===== src/rtl/adc_seq_pkg.sv =====
package adc_seq_pkg;

    typedef enum logic [2:0] {
        ST_IDLE,
        ST_SAMPLE,
        ST_BITSTEP,
        ST_TAIL,
        ST_HALT
    } seq_state_e;

    // register bus addresses
    localparam logic WA_CHAN   = 1'b0;
    localparam logic WA_START  = 1'b1;
    localparam logic RA_STATUS = 1'b0;
    localparam logic RA_RESULT = 1'b1;

endpackage


===== src/rtl/adc_seq_ctrl.sv =====
module adc_seq_ctrl
    import adc_seq_pkg::*;
#(
    parameter int SAMPLE_TICKS = 2,
    parameter int BIT_TICKS    = 2,
    parameter int TAIL_TICKS   = 6,
    parameter int CNT_W        = 5
) (
    input  logic clk,
    input  logic rst_n,
    input  logic tick,
    input  logic hold_req,
    input  logic start_req,
    input  logic last_bit,
    output logic sar_clr,
    output logic sar_step,
    output logic conv_done,
    output logic sample_en,
    output logic bit_active
);

    localparam logic [CNT_W-1:0] SAMPLE_END = CNT_W'(SAMPLE_TICKS - 1);
    localparam logic [CNT_W-1:0] BIT_END    = CNT_W'(BIT_TICKS - 1);
    localparam logic [CNT_W-1:0] TAIL_END   = CNT_W'(TAIL_TICKS - 1);

    seq_state_e       state_q, state_nx;
    logic [CNT_W-1:0] tcnt_q, tcnt_nx;

    // state register
    always_ff @(posedge clk or negedge rst_n) begin
        if (!rst_n) begin
            state_q <= ST_IDLE;
            tcnt_q  <= '0;
        end else begin
            state_q <= state_nx;
            tcnt_q  <= tcnt_nx;
        end
    end

    // transitions and strobes
    always_comb begin
        state_nx  = state_q;
        tcnt_nx   = tcnt_q;
        sar_clr   = 1'b0;
        sar_step  = 1'b0;
        conv_done = 1'b0;
        if (hold_req) begin
            state_nx = ST_HALT;
            tcnt_nx  = '0;
        end else if (start_req) begin
            state_nx = ST_SAMPLE;
            tcnt_nx  = '0;
            sar_clr  = 1'b1;
        end else begin
            unique case (state_q)
                ST_IDLE: begin
                    state_nx = ST_IDLE;
                end
                ST_HALT: begin
                    state_nx = ST_IDLE;
                end
                ST_SAMPLE: begin
                    if (tick) begin
                        if (tcnt_q == SAMPLE_END) begin
                            state_nx = ST_BITSTEP;
                            tcnt_nx  = '0;
                        end else begin
                            tcnt_nx = tcnt_q + 1'b1;
                        end
                    end
                end
                ST_BITSTEP: begin
                    if (tick) begin
                        if (tcnt_q == BIT_END) begin
                            sar_step = 1'b1;
                            tcnt_nx  = '0;
                            if (last_bit) state_nx = ST_TAIL;
                        end else begin
                            tcnt_nx = tcnt_q + 1'b1;
                        end
                    end
                end
                ST_TAIL: begin
                    if (tick) begin
                        if (tcnt_q == TAIL_END) begin
                            state_nx  = ST_IDLE;
                            tcnt_nx   = '0;
                            conv_done = 1'b1;
                        end else begin
                            tcnt_nx = tcnt_q + 1'b1;
                        end
                    end
                end
                default: begin
                    state_nx = ST_IDLE;
                    tcnt_nx  = '0;
                end
            endcase
        end
    end

    // state-decoded outputs
    always_comb begin
        sample_en  = (state_q == ST_SAMPLE);
        bit_active = (state_q == ST_BITSTEP);
    end

endmodule


===== src/rtl/adc_seq_sar.sv =====
module adc_seq_sar #(
    parameter int RES_W = 8
) (
    input  logic             clk,
    input  logic             rst_n,
    input  logic             clr,
    input  logic             step,
    input  logic             active,
    input  logic             cmp_ge,
    output logic [RES_W-1:0] res,
    output logic [RES_W-1:0] trial,
    output logic             last_bit
);

    localparam int BP_W = (RES_W > 1) ? $clog2(RES_W) : 1;
    localparam logic [BP_W-1:0] MSB_POS = BP_W'(RES_W - 1);

    logic [BP_W-1:0]  bitpos_q;
    logic [RES_W-1:0] res_q;
    logic [RES_W-1:0] probe;

    assign probe = RES_W'(1) << bitpos_q;

    always_ff @(posedge clk or negedge rst_n) begin
        if (!rst_n) begin
            res_q    <= '0;
            bitpos_q <= MSB_POS;
        end else if (clr) begin
            res_q    <= '0;
            bitpos_q <= MSB_POS;
        end else if (step) begin
            // keep the bit under test when the input reaches the trial level
            res_q    <= cmp_ge ? (res_q | probe) : res_q;
            bitpos_q <= bitpos_q - 1'b1;
        end
    end

    assign res      = res_q;
    assign trial    = active ? (res_q | probe) : res_q;
    assign last_bit = (bitpos_q == '0);

endmodule


===== src/rtl/adc_seq_regs.sv =====
module adc_seq_regs
    import adc_seq_pkg::*;
#(
    parameter int BUS_W = 4
) (
    input  logic               clk,
    input  logic               rst_n,
    input  logic               hold_req,
    input  logic               wr_en,
    input  logic               wr_addr,
    input  logic [BUS_W-1:0]   wr_data,
    input  logic               rd_en,
    input  logic               rd_addr,
    input  logic               nib_hi,
    input  logic [2*BUS_W-1:0] res,
    input  logic               conv_done,
    output logic               start_req,
    output logic [BUS_W-1:0]   chan_q,
    output logic               eoc_flag,
    output logic [BUS_W-1:0]   rd_data
);

    logic flag_q, seen_lo_q, seen_hi_q;
    logic res_hit, both_read;

    assign start_req = wr_en && !hold_req && (wr_addr == WA_START) && wr_data[0];
    assign res_hit   = rd_en && !hold_req && (rd_addr == RA_RESULT) && flag_q;
    assign both_read = (seen_lo_q || !nib_hi) && (seen_hi_q || nib_hi);

    always_ff @(posedge clk or negedge rst_n) begin
        if (!rst_n) begin
            chan_q <= '0;
        end else if (wr_en && !hold_req && (wr_addr == WA_CHAN)) begin
            chan_q <= wr_data;
        end
    end

    always_ff @(posedge clk or negedge rst_n) begin
        if (!rst_n) begin
            flag_q    <= 1'b0;
            seen_lo_q <= 1'b0;
            seen_hi_q <= 1'b0;
        end else if (start_req) begin
            flag_q    <= 1'b0;
            seen_lo_q <= 1'b0;
            seen_hi_q <= 1'b0;
        end else if (conv_done) begin
            flag_q    <= 1'b1;
            seen_lo_q <= 1'b0;
            seen_hi_q <= 1'b0;
        end else if (res_hit) begin
            if (both_read) begin
                flag_q    <= 1'b0;
                seen_lo_q <= 1'b0;
                seen_hi_q <= 1'b0;
            end else begin
                seen_lo_q <= seen_lo_q || !nib_hi;
                seen_hi_q <= seen_hi_q || nib_hi;
            end
        end
    end

    assign eoc_flag = flag_q;

    always_comb begin
        if (rd_addr == RA_STATUS) begin
            rd_data = {{(BUS_W-1){1'b0}}, flag_q};
        end else if (nib_hi) begin
            rd_data = res[BUS_W +: BUS_W];
        end else begin
            rd_data = res[0 +: BUS_W];
        end
    end

endmodule


===== src/rtl/adc_sar_seq.sv =====
module adc_sar_seq #(
    parameter int BUS_W        = 4,
    parameter int SAMPLE_TICKS = 2,
    parameter int BIT_TICKS    = 2,
    parameter int TOTAL_TICKS  = 24
) (
    input  logic               clk,
    input  logic               rst_n,
    input  logic               tick,
    input  logic               hold_req,
    input  logic               wr_en,
    input  logic               wr_addr,
    input  logic [BUS_W-1:0]   wr_data,
    input  logic               rd_en,
    input  logic               rd_addr,
    input  logic               nib_hi,
    output logic [BUS_W-1:0]   rd_data,
    output logic               mux_en,
    output logic [BUS_W-2:0]   mux_ch,
    output logic               sample_en,
    output logic [2*BUS_W-1:0] trial_code,
    input  logic               cmp_ge,
    output logic               eoc_flag
);

    localparam int RES_W      = 2 * BUS_W;
    localparam int TAIL_TICKS = TOTAL_TICKS - SAMPLE_TICKS - RES_W * BIT_TICKS;
    localparam int CNT_W      = $clog2(TOTAL_TICKS + 1);

    logic             start_req, last_bit;
    logic             sar_clr, sar_step, conv_done, bit_active;
    logic [RES_W-1:0] res;
    logic [BUS_W-1:0] chan_q;

    adc_seq_regs #(.BUS_W(BUS_W)) u_regs (
        .clk       (clk),
        .rst_n     (rst_n),
        .hold_req  (hold_req),
        .wr_en     (wr_en),
        .wr_addr   (wr_addr),
        .wr_data   (wr_data),
        .rd_en     (rd_en),
        .rd_addr   (rd_addr),
        .nib_hi    (nib_hi),
        .res       (res),
        .conv_done (conv_done),
        .start_req (start_req),
        .chan_q    (chan_q),
        .eoc_flag  (eoc_flag),
        .rd_data   (rd_data)
    );

    adc_seq_ctrl #(
        .SAMPLE_TICKS (SAMPLE_TICKS),
        .BIT_TICKS    (BIT_TICKS),
        .TAIL_TICKS   (TAIL_TICKS),
        .CNT_W        (CNT_W)
    ) u_ctrl (
        .clk        (clk),
        .rst_n      (rst_n),
        .tick       (tick),
        .hold_req   (hold_req),
        .start_req  (start_req),
        .last_bit   (last_bit),
        .sar_clr    (sar_clr),
        .sar_step   (sar_step),
        .conv_done  (conv_done),
        .sample_en  (sample_en),
        .bit_active (bit_active)
    );

    adc_seq_sar #(.RES_W(RES_W)) u_sar (
        .clk      (clk),
        .rst_n    (rst_n),
        .clr      (sar_clr),
        .step     (sar_step),
        .active   (bit_active),
        .cmp_ge   (cmp_ge),
        .res      (res),
        .trial    (trial_code),
        .last_bit (last_bit)
    );

    assign mux_en = !chan_q[BUS_W-1];
    assign mux_ch = chan_q[BUS_W-2:0];

endmodule


===== config.mk =====
export PLATFORM = sky130hd
export DESIGN_NAME = adc_sar_seq
export DESIGN_NICKNAME = d
export VERILOG_FILES = /design/src/rtl/adc_seq_pkg.sv /design/src/rtl/adc_seq_ctrl.sv /design/src/rtl/adc_seq_sar.sv /design/src/rtl/adc_seq_regs.sv /design/src/rtl/adc_sar_seq.sv
export SDC_FILE = /design/constraint.sdc
export NUM_CORES = 1
export LEC_CHECK = 0
export BUFFER_PORTS_ARGS = -buffer_cell sky130_fd_sc_hd__buf_2
export CAP_MARGIN = 10
export CORE_MARGIN = 10
export CORE_UTILIZATION = 49
export DETAILED_ROUTE_END_ITERATION = 10
export PLACE_DENSITY = 0.75
export SETUP_SLACK_MARGIN = 0.1
export SLEW_MARGIN = 10
export SYNTH_ARGS = -nofsm -noshare
export SYNTH_HDL_FRONTEND = slang
export SYNTH_SLANG_ARGS = --single-unit

===== constraint.sdc =====
create_clock -name clk -period 1.45 [get_ports clk]
set_input_delay 0.145 -clock clk [delete_from_list [all_inputs] [get_ports clk]]
set_output_delay 0.145 -clock clk [all_outputs]
set_load 0.05 [all_outputs]

Word level (Yosys, flattened, before mapping)
Cells that the tools add are included.
- output and inout port bits: 18
- logic and storage cells: 102
- register bits after elaboration: 26
- input port bits: 14
- bitwise operators: 2
- add/sub/neg operators: 2
- mux-type cells: 49
- reduce and logical (&&, ||, !) cells: 25
- equality and inequality tests: 15
- shift operators: 1
- operator list (operator ; count):
    $mux W3 ; 11
    $mux W8 ; 4
    $mux W5 ; 6
    $mux W1 ; 24
    $ne A4 B4 Y1 const B ; 4
    $pmux W5 S3 ; 1
    $pmux W3 S3 ; 1
    $logic_and A1 B1 Y1 ; 8
    $mux W4 ; 2
    $ne A4 B3 Y1 const B ; 2
    $or A8 B8 Y8 ; 1
    $shl A1 B3 Y8 const A ; 1
    $reduce_and A7 Y1 ; 1
    $eq A3 B2 Y1 const B ; 2
    $logic_not A3 Y1 ; 2
    $reduce_bool A3 Y1 ; 2
    $add A5 B1 Y5 const B ; 1
    $eq A5 B1 Y1 const B ; 1
    $eq A5 B3 Y1 const B ; 1
    $ne A4 B1 Y1 const B ; 1
    $ne A4 B2 Y1 const B ; 1
    $reduce_and A2 Y1 ; 2
    $reduce_bool A2 Y1 ; 2
    $reduce_or A2 Y1 ; 2
    8 further kinds ; 11

Depth between registers and ports, before layout
- depth after elaboration: 8
- gate-level depth with buffers: 7
- gate-level depth less buffers: 6

Cells and area by module
A second synthesis with hierarchy kept.
- cell total of the unflattened synthesis: 167
- area total of the unflattened synthesis: 1672.9 um^2
- by module, submodules not included (module ; times used ; area each (um^2) ; cells each ; seq. area each (um^2)):
    adc_seq_ctrl ; 1 ; 645.6 ; 72 ; 200.2
    adc_seq_sar ; 1 ; 631.9 ; 60 ; 279.0
    adc_seq_regs ; 1 ; 391.6 ; 34 ; 175.2
    adc_sar_seq ; 1 ; 3.8 ; 1 ; 0.0

Worst setup path before layout
No wires, ideal clock.
- kind: register to output
- from: register u_ctrl.state_q[1]
- to: output port sample_en
- arrival: 1688 ps
- path buffers: 1
- data required time: 1305 ps
- cell stages (with the launch flop): 3
- slack: -383 ps
- cells stage by stage: dfrtp_1 buf_2 nor3b_1
- word-level cells in the longest chain between the ends: 1
- ends and longest elaborated chain (what ; RTL line ; source):
    from (decl) ; adc_seq_ctrl.sv:26 ; seq_state_e state_q, state_nx;
    from (signal assigned) ; adc_seq_ctrl.sv:35 ; state_q <= state_nx;
    $eq A3 B1 Y1 ; adc_seq_ctrl.sv:104 ; sample_en = (state_q == ST_SAMPLE);
    to (decl) ; adc_sar_seq.sv:20 ; output logic sample_en,
Every way passes these cells.

Final worst setup path
- from: register u_sar.bitpos_q[0]
- to: output port trial_code[5]
- word-level cells in the longest chain between the ends: 3
- ends and longest elaborated chain (what ; RTL line ; source):
    from (decl) ; adc_seq_sar.sv:18 ; logic [BP_W-1:0] bitpos_q;
    from (signal assigned) ; adc_seq_sar.sv:34 ; bitpos_q <= bitpos_q - 1'b1;
    $shl A1 B3 Y8 ; adc_seq_sar.sv:22 ; assign probe = RES_W'(1) << bitpos_q;
    $or A8 B8 Y8 ; adc_seq_sar.sv:39 ; assign trial = active ? (res_q | probe) : res_q;
    $mux W8 ; adc_seq_sar.sv:39 ;
    to (decl) ; adc_sar_seq.sv:21 ; output logic [2*BUS_W-1:0] trial_code,
Every way passes these cells.

==> results.cfg <==
[global_routing]
overflow = 0
antenna_found_initial = 0
grt_pass1_wl_um = 7983
grt_usage_pct = 15.70
first_global_vias = 1645
grt_max_degree = 27

[clock_tree]
clock_latency_ns = 0.34
cts_sinks = 26
htreeDepth = 1
cts_root_buffer = clkbuf_4
clk_pin_slew_ns = 0.16
cts_made_buffers = 3
clk_path_buf_depth = 2
cts_tree = yes

[worst_setup_path]
path_class = reg -> out
critPathSlowestCell = dfstp_2
path_max_fanout = 4
critical_path.max_stage_delay_ns = 0.57
cp_common_cell = buf_4
endpoint_kind = primary output
startpoint_type = flop
crit_family = flip-flops
worstPathArrival_ns = 1.69
path_cells = buf_4 > ha_1 > a21o_2 > buf_4
cp.required_ns = 1.31
crit_buf_inv = 2

[synth]
yosysTopAreaCell = dfrtp_1
syn-num-nets = 187
yosysUniqueCellTypes = 48
ys_dominant_reg_cell = dfrtp_1
ys_ff_latch = 26
synth_top_area_share_pct = 34.53
ys.warnings.count = 0
synth_edf_count = 0
synth_seq_area_share_pct = 39.26
avgSynthCellArea_sq_um = 10.04
synth_cells = 166
synthArstFlopShare_pct = 100.0
synthTopCellsByArea = dfrtp_1 35%, ha_1 5.3%, dfstp_2 4.7%, mux2i_1 3.6%, a21o_1 3.6%
synthesis.area_sq_um = 1667

[placement]
placed_area_sq_um = 2062
dp_hpwl_um = 3333
place_congestion = 0.8803
port_buffers = 31
placedCellCount = 259

[final_layout]
seq_area_sq_um = 656.9
antenna_cells = 0
final_cell_area_sq_um = 2615
final_cells = 281
drive_above_1_share_pct = 63.40
final_nets = 257
fillers = 196
multi_input_area_sq_um = 1164
area_delta_synth_final_pct = 56.91
fin_util_pct = 78.99

[die]
initial_core_util_pct = 50.34
core_area_sq_um = 3311
rows = 21
die_y_um = 78.32
die_w_um = 78.32
fp.dieArea_sq_um = 6134
io_pins = 32

[pwr]
finalPower_w = 0.001714
irDropWorstVdd_v = 0.0009695
p_leak_nw = 1.217
p_per_area_nw_per_um2 = 655.3

[worst_hold_path]
hp-class = in -> reg

[sta]
rsz0062_at_grt = yes
slew_headroom_pct = 61.00
max_freq_mhz = 544.9
tns_ns = -5.005
final_max_slew_viol_count = 0
setup_viol = 30
fin_ws_ns = -0.3851
tightest_slew_ns = 0.5849
finClkSkew_ns = 0.01264
period_share_pct = 126.6
final_hold_viol_count = 0
fin_crit_ns = 1.835

[routing]
wire_per_inst_um = 20.01
wl_um = 5624
drt_iter0_drc = 179
vias = 1658
drt.antenna.violating_nets = 0
firstDrtPassIters = 4
viasPerCell = 5.900
post-route-drc-count = 0

[outcome]
violations = negative setup slack
outcome = complete, but fails checks

[flow_run]
maxCapViolCount = 0
## where the power goes
group | internal, W | leakage, nW | switching, W
Clock | 0.000280 | 0.0279 | 0.000244
Sequential | 0.000770 | 0.337 | 0.0000242
Combinational | 0.000158 | 0.853 | 0.000238
Total | 0.00121 | 1.22 | 0.000506
## final timing paths
path / from / to / slack [ns] / depth (start not counted)
max: u_sar.bitpos_q[0] / trial_code[5] / -0.39 / 4
min: wr_data[3] / u_regs.chan_q[3] / 0.01 / 3
max reg2reg: u_sar.bitpos_q[1] / u_ctrl.state_q[0] / -0.31 / 7
min reg2reg: u_regs.chan_q[0] / u_regs.chan_q[0] / 0.53 / 1
max in group asynchronous: rst_n / u_regs.eoc_flag / 0.71 / 2
min in group asynchronous: rst_n / u_sar.res[7] / 0.31 / 2
## per-layer routing
layer	wire, um	up-vias	global-route usage, %
met2	2958	89	27.30
met3	362	16	2.278
met1	2170	819	19.70
met5	0	-	0
met4	133	0	4.301
li1	-	734	-
## worst register-to-register path, delay by kind of cell (launching register included)
family | cells | cell delay, ns
AOI/OAI and AO/OA | 3 | 0.54
buffers and inverters | 2 | 0.21
DFF | 1 | 0.59
and+or+nand+nor | 1 | 0.20
adders and majority gates | 1 | 0.15
## per-stage QoR
| step | worst slack, ns | hold WS, ns |
|---|---|---|
| 2_1_floorplan | -0.01330 | -0.1506 |
| 3_3_place_gp | -0.1244 | 0.1758 |
| 3_5_place_dp | -0.1326 | 0.1848 |
| 4_1_cts | -0.3506 | 0.008952 |
| 5_1_grt | -0.4179 | 0.01472 |
| 6_report | -0.3851 | 0.01198 |
## synthesized netlist by cell type, types with 2 or more instances
cell type  instances
or2_2              4
inv_1              5
a31oi_1            5
a21oi_1            6
a311oi_1           2
nand2_1           10
dfrtp_1           23
buf_4              5
or3b_1             2
o21ai_1            3
a21o_1             8
and2_1             3
nor2b_1            5
nor2_1            10
and2b_2            2
o21ai_0            6
a22o_1             4
mux2_2             3
ha_1               7
buf_6              4
mux2i_1            6
and4_1             2
dfstp_2            3
a32oi_1            2
nand3_1            6
nor3b_1            6
and3_1             2
clkbuf_1           2
## state kept, by name (all words and copies together) (netlist names)
| name | cells |
|---|---|
| u_regs.seen_lo_q | 1 |
| u_ctrl.state_q | 3 |
| u_sar.res | 8 |
| u_regs.eoc_flag | 1 |
| u_ctrl.tcnt_q | 5 |
| u_regs.chan_q | 4 |
| u_regs.seen_hi_q | 1 |
| u_sar.bitpos_q | 3 |
## layout make-up
cell class | count | area share (%)
inverter | 5 | 0.8134
timing repair buffer | 78 | 25.36
clock buffer | 3 | 0.8612
sequential | 26 | 25.12
multi-input combinational | 122 | 44.50
tap | 46 | 2.201
clock inverter | 1 | 1.148
## cells in the final DEF, fill, tap and decap left out, types with 3 or more instances in the layout
master and instances:
clkbuf_4 3, buf_8 6, o21ai_2 7, and2_4 3, nor2_4 3, or2_2 3, a22o_1 4, buf_4 33
a21o_4 4, nor3b_4 3, a21oi_1 5, nand2_1 9, nor2b_1 5, a21o_2 5, mux2i_1 6, nor2_1 7
ha_1 3, nand3_1 4, dfrtp_1 21, inv_1 3, buf_6 20, dfstp_2 3, mux2_2 3, a31oi_1 4
buf_2 18
## kinds of logic (layout without fill, tap and decap cells)
logic type      count (synthesis)  count (layout)  synth area share, %
flops                          26              26                39.26
compound gates                 44              44                18.62
simple gates                   60              60                22.60
xor+xnor                        1               1               0.5256
mux                             9               9                5.631
fa+ha+maj                       8               8                5.931
buf+inv                        18              87                7.433
## repair_timing
action / 4_1_cts / 5_1_grt
gates cloned: 0 / 1
hold buffers: 1 / 0
pin swaps: 26 / 18
endpoints found under the setup margin: 34 / 34
hold endpoints to repair: 23 / 0
gates resized for setup: 62 / 35
buffers inserted: 14 / 3
No activity file was read; power rests on OpenSTA's default activity.
